$ cat src/rtl/arbmon_pkg.sv
package arbmon_pkg;
  localparam int unsigned ST_W       = 2;
  localparam int unsigned ST_TIMEOUT = 0;
  localparam int unsigned ST_BUSLOSS = 1;

  typedef struct packed {
    logic loss;
    logic timeout;
  } arb_evt_t;
endpackage

$ cat src/rtl/arbmon_busfree.sv
module arbmon_busfree #(
  parameter int unsigned CNT_W = 16
) (
  input  logic             clk_i,
  input  logic             rst_ni,
  input  logic             sda_i,
  input  logic             scl_i,
  input  logic             req_i,
  input  logic [CNT_W-1:0] limit_i,
  output logic             grant_o
);
  logic [CNT_W-1:0] run_q;
  logic [CNT_W:0]   run_incl;
  logic [CNT_W:0]   thr;
  logic             idle, hit, grant_q;

  assign idle     = sda_i & scl_i & req_i;
  assign run_incl = idle ? ({1'b0, run_q} + (CNT_W+1)'(1)) : '0;
  // zero limit behaves as one sample
  assign thr      = (limit_i == '0) ? (CNT_W+1)'(1) : {1'b0, limit_i};
  assign hit      = idle & (run_incl >= thr);

  always_ff @(posedge clk_i or negedge rst_ni) begin
    if (!rst_ni) begin
      run_q   <= '0;
      grant_q <= 1'b0;
    end else begin
      run_q   <= hit ? '0 : run_incl[CNT_W-1:0];
      grant_q <= hit;
    end
  end

  assign grant_o = grant_q;
endmodule

$ cat src/rtl/arbmon_sampler.sv
module arbmon_sampler #(
  parameter int unsigned SAMPLE_DLY = 2
) (
  input  logic clk_i,
  input  logic rst_ni,
  input  logic scl_i,
  output logic sample_o
);
  localparam int unsigned HW = $clog2(SAMPLE_DLY + 2);
  localparam logic [HW-1:0] DLY = HW'(SAMPLE_DLY);
  localparam logic [HW-1:0] SAT = HW'(SAMPLE_DLY + 1);

  logic [HW-1:0] hi_q;

  always_ff @(posedge clk_i or negedge rst_ni) begin
    if (!rst_ni)          hi_q <= '0;
    else if (!scl_i)      hi_q <= '0;
    else if (hi_q != SAT) hi_q <= hi_q + HW'(1);
  end

  // saturation past DLY keeps it to one sample per phase
  assign sample_o = scl_i & (hi_q == DLY);
endmodule

$ cat src/rtl/arbmon_judge.sv
module arbmon_judge
  import arbmon_pkg::*;
(
  input  logic     sample_i,
  input  logic     sda_i,
  input  logic     tx_valid_i,
  input  logic     tx_bit_i,
  input  logic     nack_slot_i,
  input  logic     resp_slot_i,
  output arb_evt_t evt_o
);
  logic tx_miss, ack_seen;

  assign tx_miss  = tx_valid_i & (sda_i ^ tx_bit_i);
  assign ack_seen = nack_slot_i & ~sda_i;

  always_comb begin
    evt_o.loss    = sample_i & (tx_miss | ack_seen);
    evt_o.timeout = sample_i & resp_slot_i & sda_i;
  end
endmodule

$ cat src/rtl/arbmon_status.sv
module arbmon_status #(
  parameter int unsigned ST_W = 2
) (
  input  logic            clk_i,
  input  logic            rst_ni,
  input  logic [ST_W-1:0] set_i,
  input  logic            clear_i,
  output logic [ST_W-1:0] status_o
);
  logic [ST_W-1:0] st_q;

  for (genvar i = 0; i < ST_W; i++) begin : g_bit
    always_ff @(posedge clk_i or negedge rst_ni) begin
      if (!rst_ni) st_q[i] <= 1'b0;
      else         st_q[i] <= set_i[i] | (st_q[i] & ~clear_i);
    end
  end

  assign status_o = st_q;
endmodule

$ cat src/rtl/i2c_arb_monitor.sv
module i2c_arb_monitor
  import arbmon_pkg::*;
#(
  parameter int unsigned CNT_W      = 16,
  parameter int unsigned SAMPLE_DLY = 2
) (
  input  logic             clk_i,
  input  logic             rst_ni,
  input  logic             sda_i,
  input  logic             scl_i,
  input  logic [CNT_W-1:0] free_cnt_i,
  input  logic             start_req_i,
  input  logic             tx_valid_i,
  input  logic             tx_bit_i,
  input  logic             nack_slot_i,
  input  logic             resp_slot_i,
  input  logic             clear_i,
  output logic             start_grant_o,
  output logic [ST_W-1:0]  status_o,
  output logic             irq_o
);
  logic            sample;
  arb_evt_t        evt;
  logic [ST_W-1:0] set_vec;
  logic            irq_q;

  arbmon_busfree #(.CNT_W(CNT_W)) u_busfree (
    .clk_i   (clk_i),
    .rst_ni  (rst_ni),
    .sda_i   (sda_i),
    .scl_i   (scl_i),
    .req_i   (start_req_i),
    .limit_i (free_cnt_i),
    .grant_o (start_grant_o)
  );

  arbmon_sampler #(.SAMPLE_DLY(SAMPLE_DLY)) u_sampler (
    .clk_i    (clk_i),
    .rst_ni   (rst_ni),
    .scl_i    (scl_i),
    .sample_o (sample)
  );

  arbmon_judge u_judge (
    .sample_i    (sample),
    .sda_i       (sda_i),
    .tx_valid_i  (tx_valid_i),
    .tx_bit_i    (tx_bit_i),
    .nack_slot_i (nack_slot_i),
    .resp_slot_i (resp_slot_i),
    .evt_o       (evt)
  );

  always_comb begin
    set_vec             = '0;
    set_vec[ST_BUSLOSS] = evt.loss;
    set_vec[ST_TIMEOUT] = evt.timeout;
  end

  arbmon_status #(.ST_W(ST_W)) u_status (
    .clk_i    (clk_i),
    .rst_ni   (rst_ni),
    .set_i    (set_vec),
    .clear_i  (clear_i),
    .status_o (status_o)
  );

  always_ff @(posedge clk_i or negedge rst_ni) begin
    if (!rst_ni) irq_q <= 1'b0;
    else         irq_q <= evt.loss;
  end

  assign irq_o = irq_q;
endmodule

$ cat config.mk
export PLATFORM = sky130hd
export DESIGN_NAME = i2c_arb_monitor
export DESIGN_NICKNAME = d
export VERILOG_FILES = /design/src/rtl/arbmon_pkg.sv /design/src/rtl/arbmon_busfree.sv /design/src/rtl/arbmon_sampler.sv /design/src/rtl/arbmon_judge.sv /design/src/rtl/arbmon_status.sv /design/src/rtl/i2c_arb_monitor.sv
export SDC_FILE = /design/constraint.sdc
export NUM_CORES = 1
export LEC_CHECK = 0
export BUFFER_PORTS_ARGS = -buffer_cell sky130_fd_sc_hd__buf_2
export CAP_MARGIN = 10
export CORE_ASPECT_RATIO = 0.5
export CORE_MARGIN = 8
export CORE_UTILIZATION = 35
export CTS_CLUSTER_DIAMETER = 120
export CTS_CLUSTER_SIZE = 24
export DETAILED_ROUTE_END_ITERATION = 16
export GPL_TIMING_DRIVEN = 0
export SYNTH_ARGS = -nofsm -noshare
export SYNTH_HDL_FRONTEND = slang
export SYNTH_SLANG_ARGS = --single-unit
$ cat constraint.sdc
create_clock -name clk_i -period 2.65 [get_ports clk_i]
set_input_delay 0.53 -clock clk_i [delete_from_list [all_inputs] [get_ports clk_i]]
set_output_delay 0.53 -clock clk_i [all_outputs]
set_load 0.01 [all_outputs]
# Word-level counts from Yosys, hierarchy flattened
# Index checks and enable logic that the tools add are counted.
[totals] input_bits=26 out_inout_bits=4 word_cells=35 regBits=22
[op_classes] n_reduce_logical=1 add_sub_neg=2 n_lt_le_gt_ge=1 n_bitwise=17 n_eq_ne=3 mux=5
[ops] operator="16-bit two-way mux" n=2
[ops] operator="16-bit by 1-bit adder with 17-bit output (second input constant)" n=1
[ops] operator="17-bit >= comparator" n=1
[ops] operator="17-bit two-way mux" n=1
[ops] operator="16-bit zero test" n=1
[ops] operator="1-bit bitwise AND" n=11
[ops] operator="2-bit two-way mux" n=2
[ops] operator="1-bit bitwise OR" n=3
[ops] operator="2-bit by 1-bit adder with 2-bit output (second input constant)" n=1
[ops] operator="2-bit equality test (second input constant)" n=1
[ops] operator="2-bit by 1-bit != test with 1-bit output (second input constant)" n=1
[ops] operator="2-bit != test (second input constant)" n=1
[ops] operator="1-bit NOT" n=2
[ops] operator="1-bit XOR" n=1

# Depth between registers and ports, before layout
[logic_depth] depth_word=6 ltp_mapped=13 ltp_nobuf=12

# Cells and area by module
# From an unflattened synthesis, not the netlist that was laid out.
[hier_totals] cells_unflattened=182 area_unflattened_um2=1665.3
[modules_own_cells] module="arbmon_busfree" seq_area_each_um2=425.4 n_inst=1 area_per_inst_um2=1417.6 cells_per_inst=160
[modules_own_cells] module="arbmon_sampler" seq_area_each_um2=50.0 n_inst=1 area_per_inst_um2=121.4 cells_per_inst=11
[modules_own_cells] module="arbmon_status" seq_area_each_um2=50.0 n_inst=1 area_per_inst_um2=68.8 cells_per_inst=5
[modules_own_cells] module="arbmon_judge" seq_area_each_um2=0.0 n_inst=1 area_per_inst_um2=32.5 cells_per_inst=5
[modules_own_cells] module="i2c_arb_monitor" seq_area_each_um2=25.0 n_inst=1 area_per_inst_um2=25.0 cells_per_inst=1

# Least setup slack after synthesis
# OpenSTA, ideal clock, no wires.
[synth_timing] kind="register to register" start="reg u_busfree.run_q[0]" end="reg u_busfree.run_q[11]" required_time_ps=2530 setup_slack_ps=-121 synth_period_minus_slack_ps=2771 path_stages_with_launch=12 n_path_buf=1 setup_time_ps=120 t_arrival_ps=2651 cell_sequence="dfrtp_1 -> ha_1 -> inv_1 -> or3_2 -> xnor2_1 -> nor2_1 -> ha_1 -> nand4_1 -> nor4_2 -> a22oi_4 -> clkbuf_4 -> and3_1"
[synth_between] elab_chain_cells=5
[synth_lines] item="start: declaration" line="arbmon_busfree.sv:12" text="logic [CNT_W-1:0] run_q;"
[synth_lines] item="start signal: assignment" line="arbmon_busfree.sv:28" text="run_q <= hit ? '0 : run_incl[CNT_W-1:0];"
[synth_lines] item="16-bit by 1-bit adder with 17-bit output (*)" line="arbmon_busfree.sv:18" text="assign run_incl = idle ? ({1'b0, run_q} + (CNT_W+1)'(1)) : '0;"
[synth_lines] item="17-bit two-way mux (*)" line="arbmon_busfree.sv:18"
[synth_lines] item="17-bit >= comparator" line="arbmon_busfree.sv:21" text="assign hit = idle & (run_incl >= thr);"
[synth_lines] item="1-bit bitwise AND" line="arbmon_busfree.sv:21"
[synth_lines] item="16-bit two-way mux (*)" line="arbmon_busfree.sv:28"
# Every way passes the cells marked *; elsewhere a longest branch is shown, timed or not.
# A chain may end at the register's enable or synchronous reset.

# Final worst setup path
[layout_timing] start="reg u_busfree.run_q[5]" end="reg u_busfree.run_q[9]"
# Same word-level chain as after synthesis.

==> results.md <==
- Sequential standard cell area: 557 sq um
- Combinational power share: 15.7%
- Die X-Extent: 114 microns
- Layout cells sized above 1: 44.4%
- Mean Syn Cell Area: 9.18 sq um
- Final worst path period share: 102%
- DR vias: 1507
- Number of synthesized flops with an enable pin: 0
- Total grt overflow: 0
- Area delta synth->final: 38.4%
- Die footprint: 7440 sq um
- Async set-reset flop share out of synthesis: 100%
- Worst slew pin tran: 0.506 ns
- Cells after synthesis: 184
- Via density: 4.88
- Total clock sinks: 22
- Max-cap violations: 0
- Net count, final: 286
- Yosys reg bits: 22
- Clock-pin slew on the worst setup and hold paths: 0.07 ns
- Clock power share: 30.5%
- Post-synthesis cell type count: 38
- Die Ht: 65.1 microns
- H-tree levels: 1
- Crit start category: flip-flop
- Synth top area cells: dfrtp_1 (33%), ha_1 (14%), inv_1 (4.9%)
- Rel. slew slack: 66.3%
- Final Skew: 0.00174 ns
- Max Slew Vio Count: 0
- CTS max path bufs: 2
- CP max stage cell: dfrtp_1
- Final Worst Setup Slack: -0.0494 ns
- Drt pass-1 iters: 4
- Clock root buffer: clkbuf_8
- Core Area: 4770 sq um
- Worst path top cell family by delay: simple AND/OR/NAND/NOR gates
- CTS buffer count: 3
- Cell Rows: 18
- First-pass GRT wire length: 7.29 mm
- Internal power: 0.000494 W
- CTS tree: built
- IO Pins: 30
- Worst endpoint data arrival time: 2.85 ns
- Yosys top cell by area: dfrtp_1
- Inserted Diodes: 0
- All-Layer GR Usage: 12.5%
- Number of DRC markers in iteration 0: 86
- Syn nets: 229
- Crit-path max FO: 7
- Violated checks: negative setup slack
- Final WL: 4.61 mm
- Largest net degree at the start of global routing: 23
- # DRC: 0
- Most frequent cells after synthesis: dfrtp_1 (22), inv_1 (22), ha_1 (19)
- Vias in the first global route: 1473
- Critical setup path kind: reg2reg
- Net Switching: 0.000163 W
- Req. time, crit path: 2.80 ns
- Initial antenna violation count: 0
- Clk Latency, worst-skew pair: 0.26 ns
- Footprint of the multi-input gates: 1200 sq um
- Hold crit path type: in2async
- Sequential share of power: 53.9%
- Switching Share: 24.8%
- Top_reg_cell synth: dfrtp_1
- # fillers: 467
- Outcome: finished, violations left
- Power Dens Cells: 281 nW/um^2
- Fmax: 370 MHz
- Maximum vdd ir drop: 0.167 mV
- Routed Antenna Nets: 0
- Post-DP HPWL: 3.41 mm
- Leak: 1.22 nW
- PortBufs: 29
- Mapped cell area: 1690 sq um
- Sequential fraction of the synthesis area: 32.6%
- Final-report hold violation count: 0
- RSZ-0062 raised after global routing: true
- Max stage delay on crit path: 0.42 ns
- CP Buf/Inv Count: 2
- Drt wl/cell: 14.9 microns
- Post-layout min period: 2.70 ns
- Synth Warn #: 0
- Final Setup Violations: 11
- Critical path endpoint category: flip-flop
- Initial Util: 35.4%
- Area share of the largest cell type after synthesis: 32.6%
- Placer Congestion: 0.796
- Hold slack: 0.233 ns
- Setup TNS: -0.395 ns
- Cell Chain, Critical Path: nand4_4 > buf_4 > nor2_1 > a31oi_1 > o21a_1 > ha_4 > nand3_2 > nor4_4 > a22oi_4 > clkbuf_8 > and3_1
[registers in the layout, summed over array words and instances (netlist names)]
name               count
u_busfree.run_q       16
irq_o                  1
u_busfree.grant_o      1
u_status.status_o      2
u_sampler.hi_q         2
[per-layer routing]
| metal | track usage (%) | wire length [microns] | up-vias |
|---|---|---|---|
| met3 | 3.75 | 355 | 2 |
| met5 | 0 | 0 | - |
| li1 | - | - | 764 |
| met4 | 1.97 | 22 | 0 |
| met1 | 19.7 | 2510 | 699 |
| met2 | 15.7 | 1720 | 42 |
[cell usage in the layout (no fill, tap or decap), types with 3 or more instances in the layout]
master    synthesis  routed
buf_2             0      29
buf_4             0      22
inv_1            22      21
dfrtp_1          22      17
ha_1             19      16
nand2_1          12      10
nor2_1           15       9
a21oi_1           9       9
xnor2_1           8       7
nor2_2            1       7
clkbuf_8          1       6
nand3_1           8       6
and3_4            0       6
and3_1           11       5
xor2_1            6       5
nand4_1           5       5
dfrtp_2           0       5
nor4_1            5       4
and3_2            4       4
and2_1            3       3
o21ai_0           4       3
nor4_4            0       3
ha_4              0       3
[cell type report]
type / count / share of cell area [%]
Buffer: 3 / 1.82
Clock buffer: 3 / 1.77
Inverter: 22 / 3.53
Multi-Input combinational cell: 137 / 51.4
Sequential cell: 22 / 23.8
Tap cell: 70 / 3.75
Timing Repair Buffer: 52 / 13.9
[kinds of logic (layout without fill, tap and decap cells)]
family | count (synthesis) | count (layout) | share of synthesized area (%)
xor gates and xnor gates | 14 | 14 | 7.26
DFF | 22 | 22 | 32.6
adders and majority gates | 19 | 19 | 14.1
AOI/OAI and AO/OA | 23 | 23 | 9.26
and+or+nand+nor | 81 | 81 | 30.0
buffers and inverters | 25 | 80 | 6.81
[per-stage QoR]
| stage | utilization [%] | cell area [sq um] | power (W) | worst slack (ns) | std cells |
|---|---|---|---|---|---|
| detailed placement | 40.6 | 1940 | 0.000457 | -0.309 | 283 |
| finish | 49.0 | 2340 | 0.000657 | -0.0494 | 309 |
| CTS | 46.3 | 2210 | 0.000664 | -0.0627 | 304 |
| global route | 49.0 | 2340 | 0.000703 | -0.168 | 309 |
| floorplan | - | 1710 | 0.000412 | 0.0298 | 184 |
| global placement | 40.6 | 1940 | 0.000455 | -0.317 | 283 |
[repair_timing]
| action | CTS | global route |
|---|---|---|
| endpoints found under the setup margin | 17 | 17 |
| cloned | 1 | 0 |
| hold buffers | 0 | 0 |
| setup buffers | 17 | 5 |
| pin swaps | 11 | 16 |
| gates resized for setup | 22 | 17 |
[worst paths after layout]
path	from	end	slack [ns]	cells after the start
max	u_busfree.run_q[5]	u_busfree.run_q[9]	-0.05	11
min	rst_ni	u_busfree.grant_o	0.23	1
max reg2reg	u_busfree.run_q[5]	u_busfree.run_q[9]	-0.05	11
min reg2reg	u_status.status_o[0]	u_status.status_o[0]	0.53	2
max in group asynchronous	rst_ni	u_busfree.run_q[2]	2.04	1
min in group clk_i	clear_i	u_status.status_o[1]	0.47	2
[power groups by stage]
stage	Sequential, W	Clock (W)	Combinational, W
2_1_floorplan	0.000361	0	0.0000505
3_3_place_gp	0.000360	0	0.0000949
3_5_place_dp	0.000361	0	0.0000963
4_1_cts	0.000354	0.000210	0.000101
5_1_grt	0.000355	0.000227	0.000121
6_report	0.000354	0.000200	0.000103
Note: power is estimated with default switching activity, not from simulation.
